## src/rtl/dds_cmd_pkg.sv

```systemverilog
package dds_cmd_pkg;

  localparam int CMD_W     = 4;
  localparam int ADDR_W    = 4;
  localparam int BYTE_W    = 8;
  localparam int CMDWORD_W = CMD_W + ADDR_W + BYTE_W;
  localparam int N_FREQ    = 2;
  localparam int N_PHASE   = 4;
  localparam int FREQ_W    = 32;
  localparam int HALF_W    = 2 * BYTE_W;
  localparam int PSEL_W    = $clog2(N_PHASE);

  typedef enum logic [2:0] {
    OP_NONE,
    OP_STAGE,
    OP_FR_COMMIT,
    OP_PH_COMMIT,
    OP_SELECT,
    OP_SYNCSRC,
    OP_POWER
  } op_t;

  typedef struct packed {
    logic              fsel;
    logic [PSEL_W-1:0] psel;
    logic              sync;
    logic              selsrc;
    logic              sleep;
    logic              core_rst;
    logic              clr;
  } ctrl_t;

  function automatic op_t classify(input logic [CMD_W-1:0] code);
    op_t op;
    casez (code)
      4'b0000: op = OP_PH_COMMIT;
      4'b0001: op = OP_STAGE;
      4'b0010: op = OP_FR_COMMIT;
      4'b0011: op = OP_STAGE;
      4'b011?: op = OP_SELECT;
      4'b10??: op = OP_SYNCSRC;
      4'b11??: op = OP_POWER;
      default: op = OP_NONE;
    endcase
    return op;
  endfunction

endpackage

```

## src/rtl/spi_word_rx.sv

```systemverilog
module spi_word_rx #(
  parameter int WORD_W      = 16,
  parameter int SYNC_STAGES = 2
) (
  input  logic              clk,
  input  logic              rst,
  input  logic              sclk_i,
  input  logic              csn_i,
  input  logic              mosi_i,
  output logic              word_valid_o,
  output logic [WORD_W-1:0] word_o
);

  localparam int CNT_W = $clog2(WORD_W + 2);
  localparam logic [CNT_W-1:0] CNT_FULL = CNT_W'(WORD_W);
  localparam logic [CNT_W-1:0] CNT_OVER = CNT_W'(WORD_W + 1);

  logic [SYNC_STAGES-1:0] sclk_sy, csn_sy, mosi_sy;
  logic                   sclk_d, csn_d;
  logic [CNT_W-1:0]       bit_cnt;
  logic [WORD_W-1:0]      shreg;

  always_ff @(posedge clk) begin
    if (rst) begin
      sclk_sy <= '0;
      csn_sy  <= '1;
      mosi_sy <= '0;
      sclk_d  <= 1'b0;
      csn_d   <= 1'b1;
    end else begin
      sclk_sy <= {sclk_sy[SYNC_STAGES-2:0], sclk_i};
      csn_sy  <= {csn_sy[SYNC_STAGES-2:0], csn_i};
      mosi_sy <= {mosi_sy[SYNC_STAGES-2:0], mosi_i};
      sclk_d  <= sclk_sy[SYNC_STAGES-1];
      csn_d   <= csn_sy[SYNC_STAGES-1];
    end
  end

  logic sclk_rise, frame_end, in_frame;
  assign sclk_rise = sclk_sy[SYNC_STAGES-1] & ~sclk_d;
  assign frame_end = csn_sy[SYNC_STAGES-1] & ~csn_d;
  assign in_frame  = ~csn_sy[SYNC_STAGES-1];

  always_ff @(posedge clk) begin
    if (rst) begin
      bit_cnt      <= '0;
      shreg        <= '0;
      word_o       <= '0;
      word_valid_o <= 1'b0;
    end else begin
      word_valid_o <= 1'b0;
      if (frame_end) begin
        word_valid_o <= (bit_cnt == CNT_FULL);
        word_o       <= shreg;
        bit_cnt      <= '0;
      end else if (in_frame && sclk_rise) begin
        shreg <= {shreg[WORD_W-2:0], mosi_sy[SYNC_STAGES-1]};
        if (bit_cnt != CNT_OVER) bit_cnt <= bit_cnt + 1'b1;
      end else if (!in_frame) begin
        bit_cnt <= '0;
      end
    end
  end

  // one accepted word per frame, never two in a row
  p_single_pulse_r2: assert property (@(posedge clk) disable iff (rst)
    word_valid_o |=> !word_valid_o);

  // a word is only accepted once the frame has closed
  p_after_frame_r2: assert property (@(posedge clk) disable iff (rst)
    word_valid_o |-> csn_d);

endmodule

```

## src/rtl/dds_reg_bank.sv

```systemverilog
module dds_reg_bank
  import dds_cmd_pkg::*;
#(
  parameter int PHASE_W = 12
) (
  input  logic                 clk,
  input  logic                 rst,
  input  logic                 word_valid_i,
  input  logic [CMDWORD_W-1:0] word_i,
  output logic [FREQ_W-1:0]    freq_q  [N_FREQ],
  output logic [PHASE_W-1:0]   phase_q [N_PHASE],
  output ctrl_t                ctrl_q
);

  localparam int PH_HI = PHASE_W - BYTE_W;
  localparam int HALVES = FREQ_W / HALF_W;

  op_t               op;
  logic [ADDR_W-1:0] addr;
  logic [BYTE_W-1:0] data;
  logic [BYTE_W-1:0] hold_q;

  assign op   = classify(word_i[CMDWORD_W-1 -: CMD_W]);
  assign addr = word_i[BYTE_W +: ADDR_W];
  assign data = word_i[BYTE_W-1:0];

  always_ff @(posedge clk) begin
    if (rst) begin
      hold_q <= '0;
      for (int f = 0; f < N_FREQ; f++) freq_q[f] <= '0;
      for (int p = 0; p < N_PHASE; p++) phase_q[p] <= '0;
    end else if (word_valid_i) begin
      if (op == OP_STAGE) hold_q <= data;
      for (int f = 0; f < N_FREQ; f++)
        for (int h = 0; h < HALVES; h++)
          if (op == OP_FR_COMMIT && !addr[3] && addr[2] == f[0] && addr[1] == h[0])
            freq_q[f][h*HALF_W +: HALF_W] <= {hold_q, data};
      for (int p = 0; p < N_PHASE; p++)
        if (op == OP_PH_COMMIT && addr[3] && addr[2:1] == p[1:0])
          phase_q[p] <= {hold_q[PH_HI-1:0], data};
    end
  end

  always_ff @(posedge clk) begin
    if (rst) begin
      ctrl_q          <= '0;
      ctrl_q.sleep    <= 1'b1;
      ctrl_q.core_rst <= 1'b1;
      ctrl_q.clr      <= 1'b1;
    end else if (word_valid_i) begin
      case (op)
        OP_SELECT: begin
          ctrl_q.fsel <= word_i[11];
          ctrl_q.psel <= word_i[10:9];
        end
        OP_SYNCSRC: begin
          ctrl_q.sync   <= word_i[13];
          ctrl_q.selsrc <= word_i[12];
        end
        OP_POWER: begin
          ctrl_q.sleep    <= word_i[13];
          ctrl_q.core_rst <= word_i[12];
          ctrl_q.clr      <= word_i[11];
        end
        default: ;
      endcase
    end
  end

  // state moves only on an accepted word
  p_quiet_r2: assert property (@(posedge clk) disable iff (rst)
    !word_valid_i |=> $stable(freq_q[0]) && $stable(freq_q[1]) &&
                      $stable(phase_q[0]) && $stable(phase_q[3]) && $stable(ctrl_q));

  // unused codes leave every register alone
  p_ignore_r9: assert property (@(posedge clk) disable iff (rst)
    word_valid_i && op == OP_NONE |=> $stable(freq_q[0]) && $stable(freq_q[1]) &&
                                      $stable(phase_q[1]) && $stable(ctrl_q));

  // commit to the upper half of frequency register 0
  p_freq_commit_r3: assert property (@(posedge clk) disable iff (rst)
    word_valid_i && op == OP_FR_COMMIT && addr[3:1] == 3'b001 |=>
      freq_q[0][31:16] == $past({hold_q, data}));

  // commit to phase register 0
  p_phase_commit_r4: assert property (@(posedge clk) disable iff (rst)
    word_valid_i && op == OP_PH_COMMIT && addr[3:1] == 3'b100 |=>
      phase_q[0] == $past({hold_q[PH_HI-1:0], data}));

  // a frequency commit aimed at the phase half changes no frequency word
  p_misaddr_r5: assert property (@(posedge clk) disable iff (rst)
    word_valid_i && op == OP_FR_COMMIT && addr[3] |=>
      $stable(freq_q[0]) && $stable(freq_q[1]));

endmodule

```

## src/rtl/dds_sel_mux.sv

```systemverilog
module dds_sel_mux
  import dds_cmd_pkg::*;
#(
  parameter int PHASE_W     = 12,
  parameter int SYNC_STAGES = 2
) (
  input  logic               clk,
  input  logic               rst,
  input  ctrl_t              ctrl_i,
  input  logic               ext_fsel_i,
  input  logic [PSEL_W-1:0]  ext_psel_i,
  input  logic [FREQ_W-1:0]  freq_i  [N_FREQ],
  input  logic [PHASE_W-1:0] phase_i [N_PHASE],
  output logic               fsel_o,
  output logic [PSEL_W-1:0]  psel_o,
  output logic [FREQ_W-1:0]  active_freq_o,
  output logic [PHASE_W-1:0] active_phase_o
);

  logic [SYNC_STAGES-1:0] fsel_sy;
  logic [PSEL_W-1:0]      psel_sy [SYNC_STAGES];

  always_ff @(posedge clk) begin
    if (rst) begin
      fsel_sy <= '0;
      for (int s = 0; s < SYNC_STAGES; s++) psel_sy[s] <= '0;
    end else begin
      fsel_sy    <= {fsel_sy[SYNC_STAGES-2:0], ext_fsel_i};
      psel_sy[0] <= ext_psel_i;
      for (int s = 1; s < SYNC_STAGES; s++) psel_sy[s] <= psel_sy[s-1];
    end
  end

  always_ff @(posedge clk) begin
    if (rst) begin
      fsel_o         <= 1'b0;
      psel_o         <= '0;
      active_freq_o  <= '0;
      active_phase_o <= '0;
    end else begin
      fsel_o         <= ctrl_i.selsrc ? fsel_sy[SYNC_STAGES-1] : ctrl_i.fsel;
      psel_o         <= ctrl_i.selsrc ? psel_sy[SYNC_STAGES-1] : ctrl_i.psel;
      active_freq_o  <= freq_i[fsel_o];
      active_phase_o <= phase_i[psel_o];
    end
  end

  // serial selection governs while the source bit is clear
  p_serial_sel_r10: assert property (@(posedge clk) disable iff (rst)
    !ctrl_i.selsrc |=> fsel_o == $past(ctrl_i.fsel) && psel_o == $past(ctrl_i.psel));

  // the active frequency tracks the selected register
  p_active_freq_r11: assert property (@(posedge clk) disable iff (rst)
    !$isunknown(fsel_o) |=> active_freq_o == $past(freq_i[fsel_o]));

endmodule

```

## src/rtl/dds_cmd_port.sv

```systemverilog
module dds_cmd_port
  import dds_cmd_pkg::*;
#(
  parameter int PHASE_W     = 12,
  parameter int SYNC_STAGES = 2
) (
  input  logic                       clk,
  input  logic                       rst,
  input  logic                       spi_sclk,
  input  logic                       spi_csn,
  input  logic                       spi_mosi,
  input  logic                       ext_fsel,
  input  logic [1:0]                 ext_psel,
  output logic [N_FREQ*FREQ_W-1:0]   freq_words_o,
  output logic [N_PHASE*PHASE_W-1:0] phase_words_o,
  output logic                       fsel_o,
  output logic [1:0]                 psel_o,
  output logic [FREQ_W-1:0]          active_freq_o,
  output logic [PHASE_W-1:0]         active_phase_o,
  output logic                       sync_o,
  output logic                       selsrc_o,
  output logic                       sleep_o,
  output logic                       reset_o,
  output logic                       clear_o
);

  logic                 word_valid;
  logic [CMDWORD_W-1:0] word;
  logic [FREQ_W-1:0]    freq_q  [N_FREQ];
  logic [PHASE_W-1:0]   phase_q [N_PHASE];
  ctrl_t                ctrl_q;

  spi_word_rx #(
    .WORD_W      (CMDWORD_W),
    .SYNC_STAGES (SYNC_STAGES)
  ) u_rx (
    .clk          (clk),
    .rst          (rst),
    .sclk_i       (spi_sclk),
    .csn_i        (spi_csn),
    .mosi_i       (spi_mosi),
    .word_valid_o (word_valid),
    .word_o       (word)
  );

  dds_reg_bank #(
    .PHASE_W (PHASE_W)
  ) u_bank (
    .clk          (clk),
    .rst          (rst),
    .word_valid_i (word_valid),
    .word_i       (word),
    .freq_q       (freq_q),
    .phase_q      (phase_q),
    .ctrl_q       (ctrl_q)
  );

  dds_sel_mux #(
    .PHASE_W     (PHASE_W),
    .SYNC_STAGES (SYNC_STAGES)
  ) u_mux (
    .clk            (clk),
    .rst            (rst),
    .ctrl_i         (ctrl_q),
    .ext_fsel_i     (ext_fsel),
    .ext_psel_i     (ext_psel),
    .freq_i         (freq_q),
    .phase_i        (phase_q),
    .fsel_o         (fsel_o),
    .psel_o         (psel_o),
    .active_freq_o  (active_freq_o),
    .active_phase_o (active_phase_o)
  );

  for (genvar f = 0; f < N_FREQ; f++) begin : g_freq_out
    assign freq_words_o[f*FREQ_W +: FREQ_W] = freq_q[f];
  end
  for (genvar p = 0; p < N_PHASE; p++) begin : g_phase_out
    assign phase_words_o[p*PHASE_W +: PHASE_W] = phase_q[p];
  end

  assign sync_o   = ctrl_q.sync;
  assign selsrc_o = ctrl_q.selsrc;
  assign sleep_o  = ctrl_q.sleep;
  assign reset_o  = ctrl_q.core_rst;
  assign clear_o  = ctrl_q.clr;

  // power flags change only on an accepted word
  p_power_hold_r8: assert property (@(posedge clk) disable iff (rst)
    !word_valid |=> $stable({sleep_o, reset_o, clear_o}));

endmodule

```

## config.mk

```make
export PLATFORM = sky130hd
export DESIGN_NAME = dds_cmd_port
export DESIGN_NICKNAME = d
export VERILOG_FILES = /design/src/rtl/dds_cmd_pkg.sv /design/src/rtl/spi_word_rx.sv /design/src/rtl/dds_reg_bank.sv /design/src/rtl/dds_sel_mux.sv /design/src/rtl/dds_cmd_port.sv
export SDC_FILE = /design/constraint.sdc
export NUM_CORES = 1
export LEC_CHECK = 0
export BUFFER_PORTS_ARGS = -buffer_cell sky130_fd_sc_hd__buf_2
export CAP_MARGIN = 20
export CORE_ASPECT_RATIO = 1.1
export CORE_UTILIZATION = 50
export CTS_CLUSTER_DIAMETER = 150
export DETAILED_ROUTE_END_ITERATION = 6
export GPL_TIMING_DRIVEN = 0
export PLACE_DENSITY = 0.71
export SYNTH_ARGS = -nofsm -noshare
export SYNTH_HDL_FRONTEND = slang
export SYNTH_SLANG_ARGS = --single-unit
```

## constraint.sdc

```tcl
create_clock -name clk -period 3.15 [get_ports clk]
set_input_delay 0.63 -clock clk [delete_from_list [all_inputs] [get_ports clk]]
set_output_delay 0.63 -clock clk [all_outputs]
set_load 0.03 [all_outputs]
```

# [After elaboration in Yosys (flattened, before gate mapping)]
# Memory sizes are Yosys's and may differ from the RTL's.
# Index checks and enable logic that the tools add are counted.
[word_totals] register_bits=223 latchBits=0 ram_bits=4 romBits=0 in_bits=8 output_inout_bits=164 word_cells=115 mem_count=1
[memory_table] name="u_mux.psel_sy" depth=2 word_bits=2 rd=2 rd_clocked_by_memory_dff=0 wr=2 line="dds_sel_mux.sv:21" source="logic [PSEL_W-1:0] psel_sy [SYNC_STAGES];"
[op_classes] n_addsub=1 mul=0 div_mod_pow=0 order_cmp=2 eq_ne=18 shifts=0 mux=17 bitwise_logic=12 n_reduce_logical=34
[op_table] op="$mux 32" n=3
[op_table] op="$reduce_and 2->1" n=14
[op_table] op="$bmux 12 s2" n=1
[op_table] op="$mux 12" n=2
[op_table] op="$pmux 3 s6" n=1
[op_table] op="$mux 5" n=3
[op_table] op="$logic_and 1x1->1" n=13
[op_table] op="$eq 3x2->1 const B" n=3
[op_table] op="$eq 3x3->1 const B" n=3
[op_table] op="$eq 2x2->1 const B" n=4
[op_table] op="$eq 4x2->1 const B" n=2
[op_table] op="$mux 2" n=3
[op_table] op="$not 1->1" n=6
[op_table] op="$reduce_or 2->1" n=3
[op_table] op="$add 5x1->5 const B" n=1
[op_table] op="$eq 5x5->1 const B" n=1
[op_table] op="$ne 5x5->1 const B" n=1
[op_table] op="$eq 4x1->1 const B" n=1
[op_table] op="$logic_not 4->1" n=1
[op_table] op="$mux 1" n=4
[op_table] op="$eq 3x1->1 const B" n=1
[op_table] op="$ge 3x3->1 const B" n=1
[op_table] op="$not 2->3" n=1
[op_table] op="$and 1x1->1" n=2
[op_table] op="8 further kinds" n=9

# [Depth between registers and ports, before layout]
# Gate-level depths: netlist of run 1.
[depth] depth_word=8 ltp_mapped=6 mapped_depth_nobuf=5

# [By module]
# From an unflattened synthesis of run 1, not the netlist that was laid out.
[unflattened] cells_unflattened=801 hier_area_um2=8714.6
[by_module_without_submodules] module="dds_reg_bank" n_inst=1 cells_each=459 area_per_inst_um2=5098.6 seq_area_each_um2=2562.5
[by_module_without_submodules] module="dds_sel_mux" n_inst=1 cells_each=181 area_per_inst_um2=2006.9 seq_area_each_um2=1061.0
[by_module_without_submodules] module="spi_word_rx" n_inst=1 cells_each=161 area_per_inst_um2=1609.0 seq_area_each_um2=920.9

# [Least setup slack after synthesis of run 1]
# OpenSTA, ideal clock, no wires.
[synth_timing] path_kind="register -> register" startpoint="register u_mux.psel_o[0]" endpoint="register u_mux.active_phase_o[10]" setup_ns=0.128 t_arrival_ns=1.567 required_time_ns=3.022 path_slack_ns=1.455 path_stages_with_launch=4 n_path_buf=1 synth_period_minus_slack_ns=1.695 path_cell_list="dfxtp_1 > buf_2 > mux4_2 > nor2b_1"
[synth_between] elab_chain_cells=4
[synth_lines] item="start: declaration" line="dds_sel_mux.sv:15" source="output logic [PSEL_W-1:0] psel_o,"
[synth_lines] item="start signal: assignment" line="dds_sel_mux.sv:42" source="psel_o <= ctrl_i.selsrc ? psel_sy[SYNC_STAGES-1] : ctrl_i.psel;"
[synth_lines] item="$not 2->3 (not written as such)" line="dds_sel_mux.sv:44" source="active_phase_o <= phase_i[psel_o];"
[synth_lines] item="$bmux 12 s2" line="dds_sel_mux.sv:44"
[synth_lines] item="$mux 12 (not written as such) (2 in series)" line="dds_sel_mux.sv:44"
[synth_lines] item="end signal: assignment" line="dds_sel_mux.sv:44"
[synth_lines] item="end: declaration" line="dds_sel_mux.sv:17" source="output logic [PHASE_W-1:0] active_phase_o"
# Every way passes these cells. The select of a mux whose other input is x is not followed.
# A chain may end at the register's enable or synchronous reset.

# [Worst setup path in the final report of run 1]
[layout_timing] startpoint="input port rst" endpoint="register u_mux.active_freq_o[7]"
[layout_lines] item="start: declaration" line="dds_cmd_port.sv:8" source="input logic rst,"
[layout_lines] item="end signal: assignment" line="dds_sel_mux.sv:43" source="active_freq_o <= freq_i[fsel_o];"
[layout_lines] item="end: declaration" line="dds_sel_mux.sv:16" source="output logic [FREQ_W-1:0] active_freq_o,"
# No word-level cell between the ends.

==> metrics.yaml, run 1 <==
outcome: "complete, no violations"
grt_pass1_vias: 6057
power_frac_seq_pct: 49.9
whs_path_depth: 2
grt_usage_pct: 24.0
rrSetupSlack_ns: 1.32
synthTopCellsByArea: "dfxtp_1, mux2i_1, nand2b_1, mux4_2, nand2_1"
firstDrtPassIters: 4
synthArstFlopShare_pct: 0
synth_top_family_by_area: "multiplexers"
ant_nets: 0
crit_path_frequent_cell: "buf_2"
critPathSlowestCell: "clkbuf_1"
cts_resized: 0
synthSimpleGateAreaFrac_pct: 19.5
p_clk_share_pct: 48.3
fmax_mhz: 498
required_ns: 3.50
ioPinCount: 172
drtIter0Drc: 304
drive_gt1_share_pct: 24.4
setup_tns_ns: 0
reg2reg_to: "u_bank.phase_q[18]"
antenna_cells: 0
synth_compound_area_share_pct: 2.43
hold_start: "spi_csn"
drv_cap: 0
cts_setup_buffers: 0
core.rowCount: 50
antenna_found_initial: 0
finalWirelength_um: 21200
cts_tree: "built"
hp-class: "input pin to register"
synth.top_cell.area_share_pct: 52.3
ctsHoldBuffers: 0
n_fill_cell: 1437
r2r-start: "u_rx.word_o[12]"
crit_path_end_kind: "register"
ys_warn_count: 0
arrival_ns: 2.36
clk_pin_slew_worst_paths_ns: 0.06
fin_skew_ns: 0.0116
viasPerCell: 4.97
clock_sinks: 226
synthAdderAreaFrac_pct: 0.434
finalNonFillerCells: 1258
final_common_cell: "dfxtp_1"
p_leak_nw: 4.86
vias: 6248
dp_cells: 1219
finalSetupViolCount: 0
die_h_um: 140
ff2ff_path_depth: 4
initial_core_util_pct: 51.0
slew_headroom_pct: 50.0
fin_ws_ns: 1.14
die_w_um: 127
ctsHtreeMaxLevel: 1
worstPathMaxFanout: 10
internal_power_mw: 4.60
synth_nets: 825
overflow: 0
synth_edf_count: 0
startpoint: "rst"
critical-path-max-stage-delay_ns: 0.61
crit_chain: "buf_2 > buf_2 > buf_2 > clkbuf_1 > clkbuf_1 > nor2_1"
switching_power_mw: 1.15
place.port_buffers: 171
multiInputGateArea_um2: 3830
synth_cell_types: 34
clock_path_buffers: 3
power.density_nw_per_um2: 544
synth_xor_area_share_pct: 0
p_comb_share_pct: 1.8
period_share_pct: 63.8
ys_seq_area_share_pct: 52.3
synthToLayoutAreaGrowth_pct: 22.2
worstMarginPinSlew_ns: 0.750
avgRoutedWirePerCell_um: 16.9
synth-seq-cells: 226
grt_max_degree: 15
synthCells: 814
grt_pass1_wl_um: 33400
holdPathEnd: "u_rx.csn_sy[0]"
switching_share_pct: 20.0
cts_root_buffer: "clkbuf_16"
drc: 0
seq_area_um2: 4520
gp_congestion: 0.800
dpl.hpwl_um: 15200
most-common-layout-cells: "dfxtp_1, buf_2, mux2i_1"
synth_ff_type: "dfxtp_1"
numCtsBuffers: 23
clkLatencyLatePin_ns: 0.50
period_needed_ns: 2.01
drv_slew: 0
rsz0062_at_grt: "false"
start_kind: "input pin"
synth_area_um2: 8640
synth_area_per_cell_um2: 10.6
die_area_um2: 17800
yosys.area.top_type: "dfxtp_1"
coreArea_um2: 17000
critical-path-top-delay-family: "buffers and inverters"
crit_buf_inv: 5
final_util_pct: 62.3
hold_viol: 0
vdd_drop_max_v: 0.000405
synthMuxAreaShare_pct: 22.0
critPathKind: "input pin to register"
dp_slack_ns: 0.640
nets: 1021
power groups by stage:
| stage | combinational, mW | clock [mW] | sequential [mW] |
|---|---|---|---|
| floorplan | 0.0671 | 0 | 2.93 |
| global placement | 0.103 | 0 | 2.93 |
| detailed placement | 0.104 | 0 | 2.93 |
| CTS | 0.105 | 2.82 | 2.87 |
| global route | 0.112 | 2.93 | 2.87 |
| finish | 0.104 | 2.77 | 2.87 |
layer usage:
metal	track usage [%]	part of all wire [%]	vias to the layer above
met5	0	0	-
met4	7.46	2.0	0
met3	3.71	5.1	36
met2	41.2	49	158
met1	30.9	44	2959
li1	-	-	3095
worst max path at each step:
stage	to	slack, ns	depth (start not counted)
3_5_place_dp	u_mux.active_freq_o[7]	0.64	6
5_1_grt	u_mux.active_freq_o[7]	0.98	6
6_report	u_mux.active_freq_o[7]	1.14	6
4_1_cts	u_mux.active_freq_o[8]	1.16	6
3_3_place_gp	u_mux.active_freq_o[8]	0.66	6
2_1_floorplan	u_mux.active_phase_o[10]	1.45	3
cell usage after synthesis, types with 3 or more instances:
cell,n
dfxtp_1,226
mux2i_1,163
nand2b_1,133
nand2_1,65
nor2_1,50
a21oi_1,35
clkbuf_1,30
nor2b_1,26
buf_2,17
buf_1,13
mux4_2,12
nand3_1,5
o21ai_0,4
ha_1,3
inv_1,3
nand4b_1,3
kinds of logic (layout without fill, tap and decap cells):
group           Yosys count  after routing
simple gates            303            303
buf+inv                  66            276
compound gates           41             41
fa+ha+maj                 3              3
flops                   226            226
mux                     175            175
stage by stage:
step | area, um2 | power (mW) | hold slack (ns)
6_report | 10600 | 5.75 | 0.314
4_1_cts | 10600 | 5.80 | 0.298
2_1_floorplan | 8640 | 3.00 | 0.389
3_5_place_dp | 9790 | 3.04 | 0.402
5_1_grt | 10600 | 5.91 | 0.316
3_3_place_gp | 9790 | 3.04 | 0.392
flip-flops by register name, summed over array words and instances, names as in the netlist, 2 cells and up:
register and count:
u_rx.mosi_sy 2, u_mux.fsel_sy 2, u_mux.active_phase_o 12, u_rx.sclk_sy 2
u_mux.psel_sy 4, u_bank.freq_q 64, u_mux.psel_o 2, u_bank.ctrl_q 8
u_bank.hold_q 8, u_rx.shreg 16, u_bank.phase_q 48, u_rx.bit_cnt 5
u_rx.word_o 15, u_rx.csn_sy 2, u_mux.active_freq_o 32
layout make-up:
cell class / count / area share, %
sequential: 226 / 42.8
multi-input combinational: 522 / 36.3
timing repair buffer: 171 / 8.10
clock buffer: 29 / 6.13
tap: 234 / 2.77
buffer: 63 / 2.62
clock inverter: 10 / 1.18
inverter: 3 / 0.107
Note: power is estimated with default switching activity, not from simulation.
==> inputs of run 2 (changes only) <==
ABC_AREA = 1   (was default)
CORE_UTILIZATION = 49   (was 50)
PLACE_DENSITY = 0.72   (was 0.71)
clock period = 1.8 ns   (was 3.15 ns; I/O delays follow)
==> run 2 against run 1 <==
Count of clock-buffer cells in the layout increased by 6; die area increased by 0.72%; worst hold slack got worse by 0.28 ns; non-clock buffer count unchanged; setup slack got worse by 1.0 ns; core utilization decreased by 1.1 points; flip-flop and latch count unchanged; critical path depth decreased by 5; largest cell class unchanged.
==> metrics.yaml, run 2 <==
outcome: "complete, no violations"
largest_reg_flops: 64
synth_area_um2: 8530
cts_tree: "built"
crit_cells: 1
crit_buf_inv: 1
rrSetupSlack_ns: 0.37
antenna_cells: 0
drtIter0Drc: 488
synth.top_cell.area_share_pct: 53.0
final_util_pct: 61.3
holdPathEnd: "u_rx.csn_sy[0]"
clkLatencyLatePin_ns: 0.50
yosys.area.top_type: "dfxtp_1"
synth_edf_count: 0
p_leak_nw: 4.79
timing.hold.ws_ns: 0.0389
synth_most_common_cell: "nor2_1"
period_needed_ns: 1.68
whs_path_depth: 2
finalNonFillerCells: 1583
place.port_buffers: 170
final_common_cell: "nor2_1"
nets: 1345
vias: 7650
critical-path-top-delay-family: "flip-flops"
hp-class: "input pin to register"
viasPerCell: 4.83
numCtsBuffers: 23
crit_chain: "buf_2"
initial_core_util_pct: 50.1
hold_viol: 0
synthCells: 1139
power.density_nw_per_um2: 957
synth_nets: 1150
ioPinCount: 172
worstMarginPinSlew_ns: 0.602
cts_setup_buffers: 0
worstPathMaxFanout: 7
r2r-start: "u_rx.word_valid_o"
grt_max_degree: 14
slew_headroom_pct: 59.8
power.total_mw: 9.98
drv_cap: 0
critical-path-max-stage-delay_ns: 0.55
synth_ff_type: "dfxtp_1"
gp_congestion: 0.843
synthArstFlopShare_pct: 0
critPathKind: "register to output port"
clk_pin_slew_worst_paths_ns: 0.06
drc: 0
drive_gt1_share_pct: 20.9
reg2reg_to: "u_bank.freq_q[10]"
synth_common_cells: "nor2_1, nand2_1, dfxtp_1"
finalWirelength_um: 22500
synthTopCellsByArea: "dfxtp_1, nor2_1, nand2_1, o21ai_1, a21oi_1"
critPathSlowestCell: "dfxtp_1"
die_area_um2: 17900
arrival_ns: 1.32
firstDrtPassIters: 5
start_kind: "register"
ant_nets: 0
hold_start: "spi_csn"
crit_path_end_kind: "output port"
top_register: "u_bank.freq_q"
synth_cell_types: 25
coreArea_um2: 17000
clock_path_buffers: 3
drv_slew: 0
most-common-layout-cells: "nor2_1, nand2_1, dfxtp_1"
clock_sinks: 226
dp_cells: 1543
avgRoutedWirePerCell_um: 14.2
antenna_found_initial: 0
ys_seq_area_share_pct: 53.0
die_h_um: 140
ff2ff_path_depth: 7
fin_skew_ns: 0.0168
die_w_um: 128
synth-seq-cells: 226
grt_pass1_vias: 6726
required_ns: 1.44
synth_area_per_cell_um2: 7.49
core.rowCount: 50
overflow: 0
ys_warn_count: 0
dpl.hpwl_um: 16100
ctsHoldBuffers: 0
fmax_mhz: 594
cts_resized: 0
grt_usage_pct: 24.7
finalSetupViolCount: 0
grt_pass1_wl_um: 34900
vdd_drop_max_v: 0.000744
reg_top3: "u_bank.freq_q: 64 flops, u_bank.phase_q: 48 flops, u_mux.active_freq_o: 32 flops"
ctsHtreeMaxLevel: 1
cts_root_buffer: "clkbuf_16"
setup_tns_ns: 0
synthToLayoutAreaGrowth_pct: 22.1
period_share_pct: 93.5
rsz0062_at_grt: "false"
==> run 2: cell types whose count changed after synthesis, sizes merged, moves of 61 or more <==
| cell | delta |
|---|---|
| o21ai | +85 |
| nand2 | +172 |
| mux2i | -163 |
| nand2b | -133 |
| nor2 | +311 |
| inv | +61 |
==> run 2: worst max path at each step <==
stage / startpoint / to / slack [ns]
floorplan: u_mux.psel_o[0] / u_mux.active_phase_o[10] / 0.53
global placement: rst / u_bank.ctrl_q[2] / 0.23
detailed placement: rst / u_bank.ctrl_q[0] / 0.18
CTS: u_mux.fsel_o / fsel_o / 0.12
global route: u_mux.fsel_o / fsel_o / 0.07
finish: u_mux.fsel_o / fsel_o / 0.12
==> run 2: area by class of cell <==
cell class	count	area, um2
buffer	64	424
multi-input combinational	785	3340
sequential	226	4520
fill	1613	6590
timing repair buffer	170	851
clock buffer	35	671
tap	234	293
inverter	64	240
clock inverter	5	75.1
==> run 2: cells by family after synthesis <==
group | count (synthesis) | synth area share (%)
xor gates and xnor gates | 1 | 0.103
AOI/OAI and AO/OA | 156 | 9.46
buffers and inverters | 128 | 7.79
DFF | 226 | 53.0
adders and majority gates | 3 | 0.440
and+or+nand+nor | 625 | 29.2
==> run 2: through the flow <==
step                      worst slack (ns)  instance area, um2
after detailed placement             0.181                9680
after CTS                            0.125               10400
after global routing                0.0690               10400
after floorplan                      0.531                8530
final                                0.118               10400
after global placement               0.228                9680
==> run 2: power by group <==
| part | total (mW) | leakage, nW | switching [mW] | internal (mW) |
|---|---|---|---|---|
| clock network | 4.72 | 0.368 | 1.88 | 2.84 |
| logic | 0.230 | 2.60 | 0.156 | 0.0742 |
| registers | 5.03 | 1.82 | 0.00780 | 5.02 |
==> run 2: routing by layer <==
layer,wire (um),GRT usage [%]
met5,0,0
met2,10900,42.9
met1,9800,31.0
met3,1370,5.12
met4,350,6.13
==> inputs of run 3 (changes only) <==
CORE_UTILIZATION = 50   (was 49)
PLACE_DENSITY = 0.71   (was 0.72)
clock period = 1.59 ns   (was 1.8 ns; I/O delays follow)
==> run 3 against run 2 <==
Global-route usage increased by 0.81 points; register-to-register slack got worse by 0.24 ns; sequential power increased by 13%; wire length about the same; critical path depth unchanged; critical path type unchanged; largest cell class unchanged.
==> metrics.yaml, run 3 (synthesis results as in run 2) <==
fin_area_um2: 10400
clock_sinks: 226
largest_reg_flops: 64
drtIter0Drc: 508
top_register: "u_bank.freq_q"
period_needed_ns: 1.53
critPathSlowestCell: "dfxtp_1"
grt_max_degree: 15
start_kind: "register"
gp_congestion: 0.820
period_share_pct: 96.3
worstMarginPinSlew_ns: 0.613
worstPathMaxFanout: 5
slew_headroom_pct: 59.1
critical-path-top-delay-family: "flip-flops"
numCtsBuffers: 23
cts_tree: "built"
fin_skew_ns: 0.00761
place_area_um2: 9640
drc: 0
core.rowCount: 49
dp_cells: 1513
crit_chain: "buf_2"
overflow: 0
finalWirelength_um: 22500
vdd_drop_max_v: 0.000849
critPathKind: "register to output port"
n_fill_cell: 1485
coreArea_um2: 16500
viasPerCell: 4.91
firstDrtPassIters: 5
hp-class: "input pin to register"
dpl.hpwl_um: 16100
die_area_um2: 17600
grt_pass1_vias: 6918
cts_root_buffer: "clkbuf_16"
antenna_found_initial: 0
most-common-layout-cells: "nor2_1, nand2_1, dfxtp_1"
outcome: "complete, no violations"
final_util_pct: 63.1
wl_met1_um: 9980
rsz0062_at_grt: "false"
crit_path_end_kind: "output port"
drv_cap: 0
synthToLayoutAreaGrowth_pct: 21.9
nets: 1346
critical-path-max-stage-delay_ns: 0.46
ant_nets: 0
initial_core_util_pct: 51.7
top_layer: "met4"
reg_top3: "u_bank.freq_q: 64 flops, u_bank.phase_q: 48 flops, u_mux.active_freq_o: 32 flops"
die_h_um: 139
clock_path_buffers: 3
drv_slew: 0
cts_setup_buffers: 0
power.density_nw_per_um2: 1080
fmax_mhz: 653
setup_tns_ns: 0
finalSetupViolCount: 0
hold_viol: 0
die_w_um: 127
grt_usage_pct: 25.5
route.met2.wl_um: 10500
vias: 7640
final_common_cell: "nor2_1"
drive_gt1_share_pct: 21.3
antenna_cells: 0
power.total_mw: 11.3
arrival_ns: 1.21
ctsHtreeMaxLevel: 1
clk_pin_slew_worst_paths_ns: 0.06
avgRoutedWirePerCell_um: 14.4
required_ns: 1.27
dr_wl_met3_um: 1450
finalNonFillerCells: 1555
ioPinCount: 172
place.port_buffers: 170
crit_buf_inv: 1
p_leak_nw: 4.80
clkLatencyLatePin_ns: 0.51
grt_pass1_wl_um: 35700
## run 3: worst register-to-register path: cells and delay by family, from the launching register on
kind	cells	cell delay, ns
buffers and inverters	1	0.17
AND/OR/NAND/NOR	6	0.83
flip-flops	1	0.36
## run 3: routing by layer
layer | track usage, % | vias to the layer above
li1 | - | 3943
met1 | 33.2 | 3405
met2 | 43.2 | 251
met3 | 3.90 | 41
met4 | 8.31 | 0
met5 | 0 | -
## run 3: timing repair
| action | in CTS | in global routing |
|---|---|---|
| endpoints found under the hold margin | 1 | 0 |
| gates resized for setup | 1 | 0 |
| hold buffers | 1 | 0 |
| setup endpoints to repair | 1 | 0 |
## run 3: path summary, 6_finish.rpt
check	cells past startpoint	slack, ns	endpoint	start
max reg2reg	7	0.13	u_bank.phase_q[32]	u_rx.word_o[15]
max	1	0.06	psel_o[1]	u_mux.psel_o[1]
min reg2reg	2	0.40	u_mux.psel_sy[0][3]	u_mux.psel_sy[0][1]
min	3	0.01	u_mux.psel_sy[0][1]	ext_psel[1]
## run 3: per-stage QoR
stage / worst slack, ns / hold slack, ns
floorplan: 0.321 / 0.383
global placement: 0.0526 / 0.389
detailed placement: 0.00808 / 0.394
CTS: 0.0481 / 0.000887
global route: 0.0255 / 0.0128
finish: 0.0595 / 0.0134
## run 3: layout make-up
type / instances / area [um2] / area share [%]
Sequential cell: 226 / 4530 / 43.5
Multi-Input combinational cell: 785 / 3340 / 32.2
Timing Repair Buffer: 171 / 861 / 8.28
Clock buffer: 33 / 683 / 6.57
Buffer: 64 / 424 / 4.08
Tap cell: 204 / 255 / 2.45
Inverter: 64 / 240 / 2.31
Clock inverter: 8 / 67.6 / 0.650
## run 3: report_power, final
group	internal (mW)	switching, mW	total, mW
combinational	0.0857	0.177	0.263
sequential	5.68	0.00857	5.69
clock	3.14	2.17	5.31
total	8.91	2.36	11.3
